### config.mk
export PLATFORM = sky130hd
export DESIGN_NAME = sram_async_ctrl
export DESIGN_NICKNAME = d
export VERILOG_FILES = /design/src/rtl/sram_ctrl_pkg.sv /design/src/rtl/sram_phase_timer.sv /design/src/rtl/sram_bus_datapath.sv /design/src/rtl/sram_async_ctrl.sv
export SDC_FILE = /design/constraint.sdc
export NUM_CORES = 1
export LEC_CHECK = 0
export BUFFER_PORTS_ARGS = -buffer_cell sky130_fd_sc_hd__buf_4
export CORE_ASPECT_RATIO = 1.2
export CORE_MARGIN = 3
export CORE_UTILIZATION = 45
export CTS_CLUSTER_DIAMETER = 80
export DETAILED_ROUTE_END_ITERATION = 10
export GPL_TIMING_DRIVEN = 1
export PLACE_DENSITY = 0.76
export SKIP_LAST_GASP = 1
export SLEW_MARGIN = 20
export SYNTH_ARGS = -nofsm -noshare
export SYNTH_HDL_FRONTEND = slang
export SYNTH_SLANG_ARGS = --single-unit
### constraint.sdc
create_clock -name clk -period 2.8 [get_ports clk]
set_input_delay 0.56 -clock clk [delete_from_list [all_inputs] [get_ports clk]]
set_output_delay 0.56 -clock clk [all_outputs]
set_load 0.01 [all_outputs]
### src/rtl/sram_ctrl_pkg.sv
package sram_ctrl_pkg;

    typedef enum logic [2:0] {
        ST_IDLE      = 3'd0,
        ST_WR_SETUP  = 3'd1,
        ST_WR_PULSE  = 3'd2,
        ST_WR_HOLD   = 3'd3,
        ST_WR_PAD    = 3'd4,
        ST_RD_ACCESS = 3'd5,
        ST_RD_TURN   = 3'd6
    } ctrl_state_e;

    // Nanoseconds to whole clock cycles, rounded up; zero stays zero.
    function automatic int ns_to_cyc(input int ns, input int period_ns);
        if (ns <= 0) return 0;
        return (ns + period_ns - 1) / period_ns;
    endfunction

    function automatic int imax(input int a, input int b);
        return (a > b) ? a : b;
    endfunction

endpackage

### src/rtl/sram_phase_timer.sv
module sram_phase_timer #(
    parameter int W = 3
) (
    input  logic         clk,
    input  logic         rst_n,
    input  logic         load,
    input  logic [W-1:0] load_val,
    output logic         expired
);
    logic [W-1:0] remain_q;

    always_ff @(posedge clk) begin
        if (!rst_n) begin
            remain_q <= '0;
        end else if (load) begin
            remain_q <= load_val;
        end else if (remain_q != '0) begin
            remain_q <= remain_q - 1'b1;
        end
    end

    assign expired = (remain_q == '0);

    // Counter never wraps below zero (R3 pulse length depends on it)
    assert_timer_no_wrap_R3: assert property (@(posedge clk) disable iff (!rst_n)
        (!load && remain_q == '0) |=> (remain_q == '0));

endmodule

### src/rtl/sram_bus_datapath.sv
module sram_bus_datapath #(
    parameter int ADDR_W = 15,
    parameter int DATA_W = 8
) (
    input  logic              clk,
    input  logic              rst_n,
    input  logic              accept,
    input  logic [ADDR_W-1:0] addr_in,
    input  logic [DATA_W-1:0] wdata_in,
    input  logic              drive,
    input  logic              capture,
    input  logic [DATA_W-1:0] pad_in,
    output logic [ADDR_W-1:0] addr_out,
    output logic [DATA_W-1:0] pad_out,
    output logic              pad_oe,
    output logic              rd_valid,
    output logic [DATA_W-1:0] rd_data
);
    logic [ADDR_W-1:0] addr_q;
    logic [DATA_W-1:0] wdata_q;

    always_ff @(posedge clk) begin
        if (!rst_n) begin
            addr_q   <= '0;
            wdata_q  <= '0;
            rd_valid <= 1'b0;
            rd_data  <= '0;
        end else begin
            if (accept) begin
                addr_q  <= addr_in;
                wdata_q <= wdata_in;
            end
            rd_valid <= capture;
            if (capture) begin
                rd_data <= pad_in;
            end
        end
    end

    assign addr_out = addr_q;
    assign pad_out  = wdata_q;
    assign pad_oe   = drive;

    // Read result is a single-cycle pulse
    assert_rsp_single_R7: assert property (@(posedge clk) disable iff (!rst_n)
        rd_valid |=> !rd_valid);

    // Write data register cannot change while the pads are driven
    assert_wdata_stable_R4: assert property (@(posedge clk) disable iff (!rst_n)
        (pad_oe && $past(pad_oe)) |-> $stable(pad_out));

endmodule

### src/rtl/sram_async_ctrl.sv
module sram_async_ctrl
    import sram_ctrl_pkg::*;
#(
    parameter int ADDR_W         = 15,
    parameter int DATA_W         = 8,
    parameter int CLK_PERIOD_NS  = 10,
    parameter int WR_PULSE_NS    = 40,
    parameter int WR_DATA_NS     = 25,
    parameter int WR_CYCLE_NS    = 55,
    parameter int RD_ACCESS_NS   = 55,
    parameter int RD_OE_NS       = 30,
    parameter int BUS_RELEASE_NS = 20
) (
    input  logic              clk,
    input  logic              rst_n,
    input  logic              req_valid,
    output logic              req_ready,
    input  logic              req_write,
    input  logic [ADDR_W-1:0] req_addr,
    input  logic [DATA_W-1:0] req_wdata,
    output logic              rsp_valid,
    output logic [DATA_W-1:0] rsp_rdata,
    output logic [ADDR_W-1:0] mem_addr,
    output logic              mem_ce_n,
    output logic              mem_oe_n,
    output logic              mem_we_n,
    output logic [DATA_W-1:0] mem_dq_o,
    output logic              mem_dq_oe,
    input  logic [DATA_W-1:0] mem_dq_i
);
    localparam int WP_CYC  = imax(imax(ns_to_cyc(WR_PULSE_NS, CLK_PERIOD_NS),
                                       ns_to_cyc(WR_DATA_NS, CLK_PERIOD_NS)), 1);
    localparam int ACC_CYC = imax(imax(ns_to_cyc(RD_ACCESS_NS, CLK_PERIOD_NS),
                                       ns_to_cyc(RD_OE_NS, CLK_PERIOD_NS)), 1);
    localparam int HZ_CYC  = imax(ns_to_cyc(BUS_RELEASE_NS, CLK_PERIOD_NS), 1);
    localparam int WC_CYC  = ns_to_cyc(WR_CYCLE_NS, CLK_PERIOD_NS);
    localparam int PAD_CYC = (WC_CYC > WP_CYC + 2) ? (WC_CYC - WP_CYC - 2) : 0;
    localparam int MAX_CYC = imax(imax(WP_CYC, ACC_CYC), imax(HZ_CYC, PAD_CYC));
    localparam int TW      = $clog2(MAX_CYC + 1);

    localparam logic [TW-1:0] WP_LD  = TW'(WP_CYC - 1);
    localparam logic [TW-1:0] ACC_LD = TW'(ACC_CYC - 1);
    localparam logic [TW-1:0] HZ_LD  = TW'(HZ_CYC - 1);
    localparam logic [TW-1:0] PAD_LD = TW'(imax(PAD_CYC, 1) - 1);

    ctrl_state_e   state_q, state_d;
    logic          tmr_load;
    logic [TW-1:0] tmr_val;
    logic          tmr_expired;
    logic          accept;
    logic          capture;
    logic          drive;

    // ---------------- state register ----------------
    always_ff @(posedge clk) begin
        if (!rst_n) begin
            state_q <= ST_IDLE;
        end else begin
            state_q <= state_d;
        end
    end

    // ---------------- next state and timer loads ----------------
    always_comb begin
        state_d  = state_q;
        tmr_load = 1'b0;
        tmr_val  = '0;
        accept   = 1'b0;
        capture  = 1'b0;
        unique case (state_q)
            ST_IDLE: begin
                if (req_valid) begin
                    accept = 1'b1;
                    if (req_write) begin
                        state_d = ST_WR_SETUP;
                    end else begin
                        state_d  = ST_RD_ACCESS;
                        tmr_load = 1'b1;
                        tmr_val  = ACC_LD;
                    end
                end
            end
            ST_WR_SETUP: begin
                state_d  = ST_WR_PULSE;
                tmr_load = 1'b1;
                tmr_val  = WP_LD;
            end
            ST_WR_PULSE: begin
                if (tmr_expired) begin
                    state_d = ST_WR_HOLD;
                end
            end
            ST_WR_HOLD: begin
                if (PAD_CYC > 0) begin
                    state_d  = ST_WR_PAD;
                    tmr_load = 1'b1;
                    tmr_val  = PAD_LD;
                end else begin
                    state_d = ST_IDLE;
                end
            end
            ST_WR_PAD: begin
                if (tmr_expired) begin
                    state_d = ST_IDLE;
                end
            end
            ST_RD_ACCESS: begin
                if (tmr_expired) begin
                    capture  = 1'b1;
                    state_d  = ST_RD_TURN;
                    tmr_load = 1'b1;
                    tmr_val  = HZ_LD;
                end
            end
            ST_RD_TURN: begin
                if (tmr_expired) begin
                    state_d = ST_IDLE;
                end
            end
            default: begin
                state_d = ST_IDLE;
            end
        endcase
    end

    // ---------------- strobe decode ----------------
    always_comb begin
        mem_ce_n  = 1'b1;
        mem_oe_n  = 1'b1;
        mem_we_n  = 1'b1;
        drive     = 1'b0;
        req_ready = 1'b0;
        unique case (state_q)
            ST_IDLE: begin
                req_ready = 1'b1;
            end
            ST_WR_SETUP: begin
                mem_ce_n = 1'b0;
            end
            ST_WR_PULSE: begin
                mem_ce_n = 1'b0;
                mem_we_n = 1'b0;
                drive    = 1'b1;
            end
            ST_WR_HOLD: begin
                mem_ce_n = 1'b0;
                drive    = 1'b1;
            end
            ST_WR_PAD: begin
                mem_ce_n = 1'b0;
            end
            ST_RD_ACCESS: begin
                mem_ce_n = 1'b0;
                mem_oe_n = 1'b0;
            end
            ST_RD_TURN: begin
                req_ready = 1'b0;
            end
            default: begin
                req_ready = 1'b0;
            end
        endcase
    end

    sram_phase_timer #(
        .W(TW)
    ) u_timer (
        .clk      (clk),
        .rst_n    (rst_n),
        .load     (tmr_load),
        .load_val (tmr_val),
        .expired  (tmr_expired)
    );

    sram_bus_datapath #(
        .ADDR_W(ADDR_W),
        .DATA_W(DATA_W)
    ) u_datapath (
        .clk      (clk),
        .rst_n    (rst_n),
        .accept   (accept),
        .addr_in  (req_addr),
        .wdata_in (req_wdata),
        .drive    (drive),
        .capture  (capture),
        .pad_in   (mem_dq_i),
        .addr_out (mem_addr),
        .pad_out  (mem_dq_o),
        .pad_oe   (mem_dq_oe),
        .rd_valid (rsp_valid),
        .rd_data  (rsp_rdata)
    );

    // ---------------- checker state and assertions ----------------
    logic [TW-1:0] chk_we_low;
    logic [TW-1:0] chk_oe_high;

    always_ff @(posedge clk) begin
        if (!rst_n) begin
            chk_we_low  <= '0;
            chk_oe_high <= TW'(HZ_CYC);
        end else begin
            chk_we_low <= mem_we_n ? '0 : chk_we_low + 1'b1;
            if (!mem_oe_n) begin
                chk_oe_high <= '0;
            end else if (chk_oe_high != TW'(HZ_CYC)) begin
                chk_oe_high <= chk_oe_high + 1'b1;
            end
        end
    end

    assert_pulse_width_R3: assert property (@(posedge clk) disable iff (!rst_n)
        (mem_we_n && chk_we_low != '0) |-> (chk_we_low >= TW'(WP_CYC)));

    assert_no_oe_in_write_R3: assert property (@(posedge clk) disable iff (!rst_n)
        (!mem_we_n) |-> mem_oe_n);

    assert_drive_in_write_R4: assert property (@(posedge clk) disable iff (!rst_n)
        mem_dq_oe |-> (!mem_ce_n && mem_oe_n));

    assert_drive_hold_R4: assert property (@(posedge clk) disable iff (!rst_n)
        ($rose(mem_we_n) && !mem_ce_n) |-> mem_dq_oe);

    assert_idle_standby_R2: assert property (@(posedge clk) disable iff (!rst_n)
        req_ready |-> (mem_ce_n && !mem_dq_oe));

    assert_rsp_after_read_R7: assert property (@(posedge clk) disable iff (!rst_n)
        rsp_valid |-> ($past(!mem_oe_n) && mem_oe_n));

    assert_bus_turnaround_R8: assert property (@(posedge clk) disable iff (!rst_n)
        mem_dq_oe |-> (chk_oe_high >= TW'(HZ_CYC)));

    assert_addr_stable_R9: assert property (@(posedge clk) disable iff (!rst_n)
        (!mem_ce_n && $past(!mem_ce_n)) |-> $stable(mem_addr));

endmodule

* Word-level counts from Yosys, hierarchy flattened
Cells that the tools add are included.
** Operators by class
- $add $sub $neg :: 1
- Multiply operators :: 0
- Divide/modulo/power cells :: 0
- Magnitude comparators :: 0
- Equal/unequal tests :: 10
- Shifts and indexed selects :: 0
- Muxes and demuxes :: 24
- Bitwise logic cells :: 0
- Reduce and logical (&&, ||, !) cells :: 8
** Operators by type and width (number)
- two-way mux 3 bit :: 9
- one-hot mux 3 bit (5 select lines) :: 1
- two-way mux 1 bit :: 12
- equality test 3 bit, second input constant :: 3
- one-hot mux 3 bit (3 select lines) :: 1
- equality test 3 x 2 -> 1 bit, second input constant :: 2
- zero test 3 bit :: 2
- != test 2 bit, second input constant :: 3
- OR reduction 5 bit :: 1
- AND reduction 4 bit :: 1
- OR reduction 2 bit :: 2
- equality test 3 x 1 -> 1 bit, second input constant :: 1
- one-hot mux 1 bit (3 select lines) :: 1
- nonzero test 3 bit :: 1
- subtractor 3 x 1 -> 3 bit, second input constant :: 1
- != test 2 x 1 -> 1 bit, second input constant :: 1
- nonzero test 2 bit :: 1
** Storage, ports and cells
- Register bits :: 38
- Bits in latches :: 0
- Bits in writable memories :: 0
- ROM bits :: 0
- Output and inout bits :: 37
- Memories kept :: 0

* Logic depth before layout (Yosys ltp)
- Depth after elaboration :: 4
- Depth in mapped cells :: 7

* Hierarchy
From an unflattened synthesis, not the netlist that was laid out.
** Unflattened totals
- Cell total of the unflattened synthesis :: 158
- Area total of the unflattened synthesis :: 1730.4 µm²
** Modules (own cells, without submodules)
- sram_bus_datapath :: instances 1, cells each 103, area an instance 1228.7 µm², seq. area each 640.6 µm²
- sram_async_ctrl :: instances 1, cells each 33, area an instance 296.5 µm², seq. area each 60.1 µm²
- sram_phase_timer :: instances 1, cells each 22, area an instance 205.2 µm², seq. area each 60.1 µm²

* Worst setup path after synthesis
No wires, ideal clock.
- Path type :: register -> output
- Start point :: register state_q[1]
- End point :: output port mem_ce_n
- Arrival :: 0.829 ns
- Required time :: 2.240 ns
- Slack :: 1.411 ns
- Stages on the path, launching flop included :: 4
- Buffers on the path :: 1
- Cell sequence :: dfxtp_1 buf_2 nor3_4 a21o_1
** Between the ends
- Longest elaborated chain between the ends :: 3
- Elaborated cells between the ends (all ways) :: 7
- Those cells by class :: eq/ne: 5; mux: 1; reduce/logical: 1
** Ends and longest elaborated chain
- from (decl) :: line sram_async_ctrl.sv:46 : ctrl_state_e state_q, state_d;
- from (signal assigned) :: line sram_async_ctrl.sv:59 : state_q <= state_d;
- equality test 3 bit, or another cell as far along :: line sram_async_ctrl.sv:133 : unique case (state_q)
- OR reduction 5 bit (no line) *
- two-way mux 1 bit * :: line sram_async_ctrl.sv:133
- to (decl) :: line sram_async_ctrl.sv:24 : output logic mem_ce_n,
Mark *: on every way between the ends. The rest lies on a longest branch, timed or not.

* Worst setup path in the final report
- Start point :: register state_q[2]
- End point :: output port mem_ce_n
The elaborated chain is that of the path after synthesis.

==> impl_results.md <==
* Skew final at 0.003986 ns
* Die Ht at 73.04 um
* Root buf cell: clkbuf_8
* CTS Sinks at 38
* CP Max Fanout at 11
* Row count at 23
* Synth Warn # at 0
* Fmax at ~550 MHz
* Core ar. at 3453 um2
* WL final at 3.540 mm
* Wire length per cell at 12.69 um
* Vias/cell at 4.961
* Setup crit end kind: primary output
* Post-route ant nets at 0
* Syn_area_per_cell at roughly 9.6 um2
* Placer Congestion at 0.7421
* Initial DRC Count at 64
* Final Hold Vio Count at 0
* Largest net degree at the start of global routing at 40
* Clk Latency, worst-skew pair at roughly 0.28 ns
* Max cap viols at 0
* Diode count at 0
* CP required at between 2 and 2.5 ns
* Slowest CP cell: dfxtp_1
* Initial Util at 48.80%
* Setup violators final at 0
* Post-cts hold buffer count at 0
* First-pass GRT wire length at 5.602 mm
* CP Cell Sequence: nor3_4, a21o_1, buf_4
* Layout cells sized above 1 at 42.56%
* DIE AREA at ~4500 um2
* Most frequent cells in the layout: 72 x buf_4, 49 x nand2_1, 38 x dfxtp_1
* Post-CTS setup buffer count at 0
* Area Overhead vs Synth at 35.19%
* # resized after CTS at 0
* Vias at roughly 1400
* Setup TNS at 0 ns
* PwrDens at 644.8 nW/um2
* Fin crit share at between 60% and 70%
* Worst Hold Class: register to register
* Total CTS buffers at 5
* RSZ-0062 raised after global routing: no
* CTS tree: built
* I/O pin total at 72
* Clock transition at the registers of the reported paths at 0.07 ns
* Utilization after layout at 65.98%
* Register area share after synthesis at between 40% and 50%
* Leak at 1.011 nW
* Pins Over Slew Limit at 0
* Setup CP Type: register to primary output
* Worst setup SP type: register
* Fillers at 293
* GRT overflow at 0
* Most common cell after layout, fill and taps aside: buf_4
* Detail Placement HPWL at 2.615 mm
* Status: finished, final reports clean
* Yosys cell types at 29
* H-tree level count at 2
* Synth Cell Area at 1685 um2
* Pre-antenna DRT Iters at 4
* Initial antenna violation count at 0
* GRT Total Usage at 16.41%
* Worst path bufs/invs at 1
* Drc violations at 0
* Slew of the pin with the lowest slew margin at approximately 0.78 ns
* CP delay by family, top: flip-flops
* Max stage delay on crit path at approximately 0.6 ns
* Die W at 61.87 um
* Cell count after synthesis at around 180
* Relative slew slack at 47.98%
* Layout Nets at 280
* Hold WS at 0.4635 ns
* Post-synth net total at about 210
* Maximum ir drop on the vdd rail at 0.0004223 V
* Crit path arrival time at 1.25 ns
* I/O Buffers at just over 70
* Post-layout min period at between 1.5 and 2 ns
* Max clock buf depth at 2
* Number of global-route vias before repair at 1305
* Flops & latches, synth at 38
## power by group
group | internal, mW | switching [mW] | leakage (nW)
Clock | 0.190 | 0.170 | 0.0431
Sequential | 0.603 | 0.0482 | 0.311
Combinational | 0.223 | 0.235 | 0.657
## cells by family (layout without fill, tap and decap cells)
logic type | count (synthesis) | after routing | synth area share (%)
mux | 10 | 10 | 5.939
flops | 38 | 38 | 45.14
fa+ha+maj | 2 | 2 | 1.485
simple gates | 76 | 76 | 22.42
compound gates | 36 | 36 | 20.04
buf+inv | 14 | 80 | 4.974
## stage by stage
stage,setup slack (ns),total power [mW],area (um2),instances
detailed placement,1.031,1.129,2196,273
global route,0.8938,1.568,2278,279
floorplan,1.411,0.9890,1685,176
CTS,0.9727,1.492,2278,279
global placement,1.115,1.122,2196,273
finish,0.9881,1.469,2278,279
## state kept, by name, summed over array words and instances, names as in the netlist
name	count
u_datapath.rd_data	8
u_timer.remain_q	3
u_datapath.pad_out	8
u_datapath.addr_out	15
u_datapath.rd_valid	1
state_q	3
## metal layers
metal | up-vias | track usage [%] | wire, um
met2 | 45 | 27.71 | 1739
met4 | 0 | 5.660 | 49
met3 | 6 | 6.018 | 292
li1 | 709 | - | -
met1 | 624 | 18.58 | 1458
met5 | - | 0 | 0
## cell type report
cell class                 count  area [um2]  share of cell area (%)
inverter                       2       7.507                  0.3295
timing repair buffer          72       540.5                   23.72
multi-input combinational    124       840.8                   36.90
clock buffer                   6       82.58                   3.624
sequential                    38       760.7                   33.39
tap                           37       46.29                   2.032
## cells in the mapped netlist, drive strengths merged
library cell | number | area share [%]
buf | 8 | 3.6
o31a | 1 | 0.52
nand3 | 1 | 0.30
nor2 | 7 | 2.7
and2 | 3 | 1.1
nor3 | 1 | 0.97
nand2b | 2 | 0.74
o32ai | 1 | 0.52
clkbuf | 4 | 0.89
o221a | 1 | 0.67
o21ai | 2 | 0.59
ha | 2 | 1.5
nand3b | 1 | 1.2
o21a | 3 | 1.3
mux2i | 10 | 5.9
dfxtp | 38 | 45
inv | 2 | 0.45
nor2b | 11 | 4.1
nand2 | 49 | 11
a21oi | 3 | 0.89
a31oi | 1 | 0.37
or2b | 1 | 0.45
a21o | 1 | 0.45
a21boi | 23 | 15
## worst paths after layout
path	startpoint	to	slack (ns)	depth (start not counted)
worst max register to register	state_q[2]	u_datapath.addr_out[7]	1.08	4
worst max-delay path	state_q[2]	mem_ce_n	0.99	3
worst min-delay path	u_datapath.pad_out[6]	u_datapath.pad_out[6]	0.46	2
worst min register to register	u_datapath.pad_out[6]	u_datapath.pad_out[6]	0.46	2
## tightest hold or removal path, delay by kind of cell, from the launching register on
family	cells	cell delay (ns)
DFF	1	0.31
and+or+nand+nor	1	0.07
AOI/OAI and AO/OA	1	0.05
(Power assumes the default switching activity.)
